[src/rtl/smbcfg_pkg.sv]
package smbcfg_pkg;
  localparam int BYTE_W = 8;
  localparam int OFFS_W = 7;

  // write request from control to datapath
  typedef struct packed {
    logic              wrEn;
    logic [OFFS_W-1:0] addr;
    logic [BYTE_W-1:0] data;
  } regStb_t;

  typedef enum logic [2:0] {PH_IDLE, PH_RX, PH_RXACK, PH_TX, PH_TXACK} phase_t;
  typedef enum logic [1:0] {K_ADDR, K_CMD, K_COUNT, K_DATA} kind_t;

  function automatic logic [BYTE_W-1:0] resetValue(input int idx);
    case (idx)
      1:       return 8'hFF;
      2:       return 8'h7F;
      3:       return 8'hEB;
      8:       return 8'h3E;
      15:      return 8'h03;
      default: return 8'h00;
    endcase
  endfunction
endpackage

[src/rtl/smbcfg_ctrl.sv]
module smbcfg_ctrl
  import smbcfg_pkg::*;
#(
  parameter int               REG_COUNT  = 18,
  parameter logic [6:0]       SLAVE_ADDR = 7'h69
) (
  input  logic              clk,
  input  logic              rstN,
  input  logic              sclIn,
  input  logic              sdaIn,
  input  logic [BYTE_W-1:0] rdData,
  output logic              sdaDrvLow,
  output logic [OFFS_W-1:0] rdPtr,
  output regStb_t           regStb
);
  localparam logic [BYTE_W-1:0] COUNT_BYTE = BYTE_W'(REG_COUNT);

  logic [1:0] sclSy, sdaSy;
  logic sclP, sdaP;
  always_ff @(posedge clk or negedge rstN)
    if (!rstN) begin
      sclSy <= 2'b11; sdaSy <= 2'b11; sclP <= 1'b1; sdaP <= 1'b1;
    end else begin
      sclSy <= {sclSy[0], sclIn};
      sdaSy <= {sdaSy[0], sdaIn};
      sclP  <= sclSy[1];
      sdaP  <= sdaSy[1];
    end

  logic sclS, sdaS, startC, stopC, sclRise, sclFall;
  assign sclS    = sclSy[1];
  assign sdaS    = sdaSy[1];
  assign startC  = sclS & sclP & sdaP & ~sdaS;
  assign stopC   = sclS & sclP & ~sdaP & sdaS;
  assign sclRise = sclS & ~sclP;
  assign sclFall = ~sclS & sclP;

  phase_t            phase;
  kind_t             kind;
  logic [3:0]        bitCnt;
  logic [BYTE_W-1:0] shiftR, remain, rxByte, txByte;
  logic              rdDir, blockMode, cntPend;
  logic [OFFS_W-1:0] ptr;

  assign rxByte = {shiftR[BYTE_W-2:0], sdaS};
  assign txByte = cntPend ? COUNT_BYTE : rdData;
  assign rdPtr  = ptr;

  always_ff @(posedge clk or negedge rstN)
    if (!rstN) begin
      phase <= PH_IDLE; kind <= K_ADDR; bitCnt <= '0; shiftR <= '0;
      remain <= '0; rdDir <= 1'b0; blockMode <= 1'b0; cntPend <= 1'b0;
      ptr <= '0; sdaDrvLow <= 1'b0; regStb <= '0;
    end else begin
      regStb.wrEn <= 1'b0;
      if (startC) begin
        phase <= PH_RX; kind <= K_ADDR; bitCnt <= '0; sdaDrvLow <= 1'b0;
      end else if (stopC) begin
        phase <= PH_IDLE; sdaDrvLow <= 1'b0;
      end else begin
        case (phase)
          PH_RX: if (sclRise) begin
            shiftR <= rxByte;
            if (bitCnt == 4'd7) begin
              bitCnt <= 4'd8;
              phase  <= PH_RXACK;
              case (kind)
                K_ADDR:
                  if (rxByte[7:1] == SLAVE_ADDR) rdDir <= rxByte[0];
                  else phase <= PH_IDLE;
                K_CMD: begin
                  blockMode <= ~rxByte[7];
                  cntPend   <= ~rxByte[7];
                  ptr       <= rxByte[7] ? rxByte[OFFS_W-1:0] : '0;
                end
                K_COUNT: begin
                  remain  <= rxByte;
                  cntPend <= 1'b0;
                end
                default: begin
                  if (!blockMode || remain != '0) begin
                    regStb.wrEn <= 1'b1;
                    regStb.addr <= ptr;
                    regStb.data <= rxByte;
                  end
                  if (blockMode && remain != '0) remain <= remain - 1'b1;
                  ptr <= ptr + 1'b1;
                end
              endcase
            end else begin
              bitCnt <= bitCnt + 1'b1;
            end
          end
          PH_RXACK: if (sclFall) begin
            if (bitCnt == 4'd8) begin
              sdaDrvLow <= 1'b1;
              bitCnt    <= 4'd9;
            end else begin
              sdaDrvLow <= 1'b0;
              bitCnt    <= '0;
              phase     <= PH_RX;
              case (kind)
                K_ADDR:
                  if (rdDir) begin
                    phase     <= PH_TX;
                    shiftR    <= txByte;
                    sdaDrvLow <= ~txByte[7];
                    cntPend   <= 1'b0;
                    if (!cntPend) ptr <= ptr + 1'b1;
                  end else begin
                    kind <= K_CMD;
                  end
                K_CMD:   kind <= blockMode ? K_COUNT : K_DATA;
                default: kind <= K_DATA;
              endcase
            end
          end
          PH_TX:
            if (sclRise) begin
              bitCnt <= bitCnt + 1'b1;
            end else if (sclFall) begin
              if (bitCnt == 4'd8) begin
                sdaDrvLow <= 1'b0;
                phase     <= PH_TXACK;
              end else begin
                shiftR    <= {shiftR[BYTE_W-2:0], 1'b0};
                sdaDrvLow <= ~shiftR[BYTE_W-2];
              end
            end
          PH_TXACK:
            if (sclRise) begin
              if (sdaS) phase <= PH_IDLE;
              else bitCnt <= 4'd9;
            end else if (sclFall && bitCnt == 4'd9) begin
              phase     <= PH_TX;
              bitCnt    <= '0;
              shiftR    <= txByte;
              sdaDrvLow <= ~txByte[7];
              cntPend   <= 1'b0;
              if (!cntPend) ptr <= ptr + 1'b1;
            end
          default: ;
        endcase
      end
    end
endmodule

[src/rtl/smbcfg_regs.sv]
module smbcfg_regs
  import smbcfg_pkg::*;
#(
  parameter int         REG_COUNT = 18,
  parameter logic [3:0] VENDOR_ID = 4'h8
) (
  input  logic                        clk,
  input  logic                        rstN,
  input  regStb_t                     regStb,
  input  logic                        timeoutEvt,
  input  logic [4:0]                  strapIn,
  input  logic [OFFS_W-1:0]           rdPtr,
  output logic [BYTE_W-1:0]           rdData,
  output logic [REG_COUNT*BYTE_W-1:0] cfgOut,
  output logic [REG_COUNT-1:0]        cfgWrStb
);
  localparam int STRAP_IDX = 5;
  localparam int VEND_IDX  = 6;
  localparam int STAT_IDX  = 9;

  logic [BYTE_W-1:0] viewArr [REG_COUNT];

  for (genvar i = 0; i < REG_COUNT; i++) begin : g_byte
    localparam logic [BYTE_W-1:0] RO_MASK  = (i == STRAP_IDX) ? 8'hF8 :
                                             (i == VEND_IDX)  ? 8'h0F : 8'h00;
    localparam logic [BYTE_W-1:0] W1C_MASK = (i == STAT_IDX) ? 8'h04 : 8'h00;
    localparam logic [BYTE_W-1:0] NORM     = ~(RO_MASK | W1C_MASK);
    localparam logic [BYTE_W-1:0] RST      = resetValue(i) & ~RO_MASK;

    logic              hit, wrPulse;
    logic [BYTE_W-1:0] stored, roVal, w1cNext;

    assign hit     = regStb.wrEn && (regStb.addr == OFFS_W'(i));
    assign w1cNext = (stored & ~(hit ? regStb.data : '0)) | {BYTE_W{timeoutEvt}};
    assign roVal   = (i == STRAP_IDX) ? {strapIn, 3'b000} :
                     (i == VEND_IDX)  ? {4'h0, VENDOR_ID} : '0;

    always_ff @(posedge clk or negedge rstN)
      if (!rstN) begin
        stored  <= RST;
        wrPulse <= 1'b0;
      end else begin
        wrPulse <= hit;
        stored  <= ((hit ? regStb.data : stored) & NORM) | (w1cNext & W1C_MASK);
      end

    assign viewArr[i]                 = (stored & ~RO_MASK) | (roVal & RO_MASK);
    assign cfgOut[i*BYTE_W +: BYTE_W] = viewArr[i];
    assign cfgWrStb[i]                = wrPulse;
  end

  always_comb begin
    rdData = '0;
    for (int i = 0; i < REG_COUNT; i++)
      if (rdPtr == OFFS_W'(i)) rdData = viewArr[i];
  end
endmodule

[src/rtl/smbcfg_slave.sv]
module smbcfg_slave
  import smbcfg_pkg::*;
#(
  parameter int         REG_COUNT  = 18,
  parameter logic [6:0] SLAVE_ADDR = 7'h69,
  parameter logic [3:0] VENDOR_ID  = 4'h8
) (
  input  logic                        clk,
  input  logic                        rstN,
  input  logic                        sclIn,
  input  logic                        sdaIn,
  output logic                        sdaDrvLow,
  input  logic [4:0]                  strapIn,
  input  logic                        timeoutEvt,
  output logic [REG_COUNT*BYTE_W-1:0] cfgOut,
  output logic [REG_COUNT-1:0]        cfgWrStb
);
  regStb_t           regStb;
  logic [OFFS_W-1:0] rdPtr;
  logic [BYTE_W-1:0] rdData;

  smbcfg_ctrl #(.REG_COUNT(REG_COUNT), .SLAVE_ADDR(SLAVE_ADDR)) u_ctrl (
    .clk(clk), .rstN(rstN), .sclIn(sclIn), .sdaIn(sdaIn), .rdData(rdData),
    .sdaDrvLow(sdaDrvLow), .rdPtr(rdPtr), .regStb(regStb)
  );

  smbcfg_regs #(.REG_COUNT(REG_COUNT), .VENDOR_ID(VENDOR_ID)) u_regs (
    .clk(clk), .rstN(rstN), .regStb(regStb), .timeoutEvt(timeoutEvt),
    .strapIn(strapIn), .rdPtr(rdPtr), .rdData(rdData), .cfgOut(cfgOut),
    .cfgWrStb(cfgWrStb)
  );
endmodule

[config.mk]
export PLATFORM = sky130hd
export DESIGN_NAME = smbcfg_slave
export DESIGN_NICKNAME = d
export VERILOG_FILES = /design/src/rtl/smbcfg_pkg.sv /design/src/rtl/smbcfg_ctrl.sv /design/src/rtl/smbcfg_regs.sv /design/src/rtl/smbcfg_slave.sv
export SDC_FILE = /design/constraint.sdc
export NUM_CORES = 1
export LEC_CHECK = 0
export BUFFER_PORTS_ARGS = -buffer_cell sky130_fd_sc_hd__buf_4
export CAP_MARGIN = 20
export CORE_MARGIN = 2
export CORE_UTILIZATION = 57
export DETAILED_ROUTE_END_ITERATION = 10
export GPL_TIMING_DRIVEN = 0
export PLACE_DENSITY_LB_ADDON = 0.1
export SYNTH_ARGS = -nofsm -noshare
export SYNTH_HDL_FRONTEND = slang
export SYNTH_SLANG_ARGS = --single-unit
[constraint.sdc]
create_clock -name clk -period 2.45 [get_ports clk]
set_input_delay 0.49 -clock clk [delete_from_list [all_inputs] [get_ports clk]]
set_output_delay 0.49 -clock clk [all_outputs]
set_load 0.03 [all_outputs]
==> run summary <==
post-synthesis cell count: 1171
Clock transition at path regs: 0.06 ns
Seq/Total Area, Yosys: 0.4830
Fin Hold WS: -0.006525 ns
R2R Setup Slk: -0.13 ns
Post-DRT Antenna Nets: 0
synthesized area per cell: 9.366 sq um
Antenna Cells: 0
CTS Buf Count: 23
switch share: 0.3857
gr usage total: 0.3730
GRT overflow: 0
Area contributors post-synth: dfrtp_1 40%, nand2_1 9.4%, mux2_2 8.5%, dfstp_2 8.1%, a21oi_1 2.5%
Die Width: 142.7 um
Setup WS post-layout: -0.1264 ns
gpl congestion: 1.037
worst path required time: 2.83 ns
maximum vdd drop: 0.5549 mV
RSZ-0062 raised after global routing: true
Hold Fails Final Rpt: 4
Synth Register Bits: 210
Synth top area share: 0.4016
Port Buffers: 168
minimum clock period: 2.576 ns
Vias: 10.20k
core area: 18770 sq um
final setup fails: 3
Critical Path Sink Type: flip-flop
CTS H-tree depth: 1
failing checks: negative hold slack, negative setup slack
path depth of the worst reg2reg path: 8
Syn. warnings: 0
Area Overhead vs Synth: 25.39%
final wirelength: 38400 um
WL met1: 14620 um
most common cell in the netlist: nand2_1
max layer used: met4
Pint: 7501 uW
post-synth top area cell: dfrtp_1
Netlist cell types: 78
post-DR vias/cell: 6.282
clk buf depth: 3
WS Path Type: reg -> reg
share of cells above drive strength 1: 0.3290
first-pass GRT wire length: 57300 um
largest net degree at the start of global routing: 111
Clock Power Share: 0.300
Max transition margin: 0.3476
Synth Flop Type: dfrtp_1
Critical Path Source: u_ctrl.rdPtr[0]
Final Cycle Share: 1.052
vias in the first global route: 9558
starting density of the core: 0.5844
drc violations: 0
drt first pass iters: 7
initial antenna violation count: 0
outcome: finished with violations
Die ar.: 20370 sq um
Hold Path Class: in -> async
met2 WL: 18160 um
Leak Pwr: 0.006762 uW
max cap viols: 0
Setup Skew: 0.01125 ns
DP HPWL: 27650 um
Met3 Routed Length: 3595 um
Worst-Margin Slew: 0.9786 ns
CP Data Arrival Time: 2.95 ns
number of fill cells: 1424
RR Startpoint: u_ctrl.rdPtr[0]
TritonCTS Sinks: 210
CTS tree: yes
Die Y: 142.7 um
top cells by count, synth: 274 x nand2_1, 176 x dfrtp_1, 83 x mux2_2
DR WL/cell: 23.66 um
max-slew violation count: 0
Worst setup SP type: flip-flop
Ports: 173
Multi-input gate area: 5288 sq um
crit-path max FO: 10
FFs w/ async S/R, synth: 1.000
Post-synth EDFFs: 0
Sequential Power Share: 0.328
row count: 50
Nets: 1396
Reg area: 5301 sq um
clk_lat worst skew: 0.52 ns
overall power: 12210 uW
Iter 0 DRT Violations: 1126
Root Buffer: clkbuf_16
cell area after synthesis: 10970 sq um
sw power: 4710 uW
Combinational Power Share: 0.371
Max Freq: 0.3881 GHz
P per Cell Area: 887.9 nW/um^2
cell usage in the layout (no fill, tap or decap), drive strengths merged, types with 4 or more instances in the layout:
master and instances:
dfstp 34, bufinv 4, mux2i 4, a22o 5
a31oi 15, buf 233, ha 13, clkbuf 65
nor4 10, inv 33, nor3 24, nor2b 16
o211ai 12, o21ai 52, dfrtp 176, a221oi 15
or3b 4, o22a 7, and3b 7, nor4b 4
or2 5, and2 4, nor2 42, conb 4
a211oi 14, mux2 83, clkinv 15, a21oi 55
o31ai 4, nand2b 12, nor3b 10, nand3b 11
nand2 274, nand3 42, and3 12, nand4 6
o22ai 11, a21o 7
sequential cells by signal, summed over array words and instances, names as in the netlist, 2 cells and up, named ones only:
| name | count |
|---|---|
| u_ctrl.regStb | 16 |
| u_ctrl.sclSy | 2 |
| u_ctrl.kind | 2 |
| u_ctrl.shiftR | 7 |
| u_ctrl.phase | 3 |
| u_ctrl.bitCnt | 4 |
| u_regs.g_byte.stored | 128 |
| u_ctrl.sdaSy | 2 |
| u_ctrl.rdPtr | 7 |
| u_regs.g_byte.wrPulse | 18 |
| u_ctrl.remain | 8 |
area by class of cell:
cell class / count / share of cell area
clock buffers: 29 / 0.04567
repair buffers: 179 / 0.09971
inverters: 41 / 0.01146
clock inverters: 12 / 0.01192
well taps: 234 / 0.02129
multi-input cells: 828 / 0.3845
plain buffers: 90 / 0.04003
flip-flops and latches: 210 / 0.3855
path summary, 6_finish.rpt:
path / end
max in group asynchronous: u_ctrl.rdPtr[1]
max: u_ctrl.sdaDrvLow
min in group clk: u_ctrl.sclSy[0]
min reg2reg: u_ctrl.sclSy[1]
max reg2reg: u_ctrl.sdaDrvLow
min: u_ctrl.bitCnt[3]
power groups by stage:
| stage | registers, uW | clock network, uW | logic [uW] |
|---|---|---|---|
| finish | 4010 | 3670 | 4540 |
| global route | 4030 | 3810 | 4830 |
| CTS | 3990 | 3660 | 4180 |
| detailed placement | 4030 | 0 | 3910 |
| global placement | 4020 | 0 | 3900 |
| floorplan | 3920 | 0 | 2740 |
per-layer routing:
| metal | global-route usage | vias to the layer above |
|---|---|---|
| met5 | 0 | - |
| met4 | 0.1527 | 0 |
| met3 | 0.07277 | 134 |
| met2 | 0.6045 | 593 |
| met1 | 0.4949 | 4957 |
| li1 | - | 4512 |
metrics by stage:
step	util	std cells	TNS, ns	worst slack, ns	cell area [sq um]
3_5_place_dp	0.6695	1576	-7.643	-0.8541	12560
5_1_grt	0.7328	1623	-0.5230	-0.1740	13750
2_1_floorplan	-	1173	0	0.2292	10980
3_3_place_gp	0.6676	1575	-99.61	-0.9335	12530
4_1_cts	0.7231	1617	0	0.01140	13570
6_report	0.7328	1623	-0.1572	-0.1264	13750
cells by family after synthesis:
kind of cell    share of synthesized area
xor+xnor                        0.0007987
simple gates                       0.2106
buf+inv                           0.05898
other cells                     0.0006847
fa+ha+maj                         0.01483
compound gates                     0.1423
mux                               0.08887
flops                              0.4830
repair_timing:
| item | CTS | global route |
|---|---|---|
| gates resized for setup | 60 | 41 |
| buffers inserted | 2 | 8 |
| pin swaps | 7 | 13 |
| hold buffers | 0 | 0 |
| endpoints found under the setup margin | 71 | 38 |
critical path, stage by stage, from the launching register on:
cell       delay (ns)
dfrtp_2          0.46
ha_4             0.19
clkbuf_8         0.17
nor2b_2          0.19
o211ai_1         0.23
o2111ai_2        0.19
or4_1            0.42
o211ai_1         0.44
a211oi_1         0.15
(Power assumes the default switching activity.)
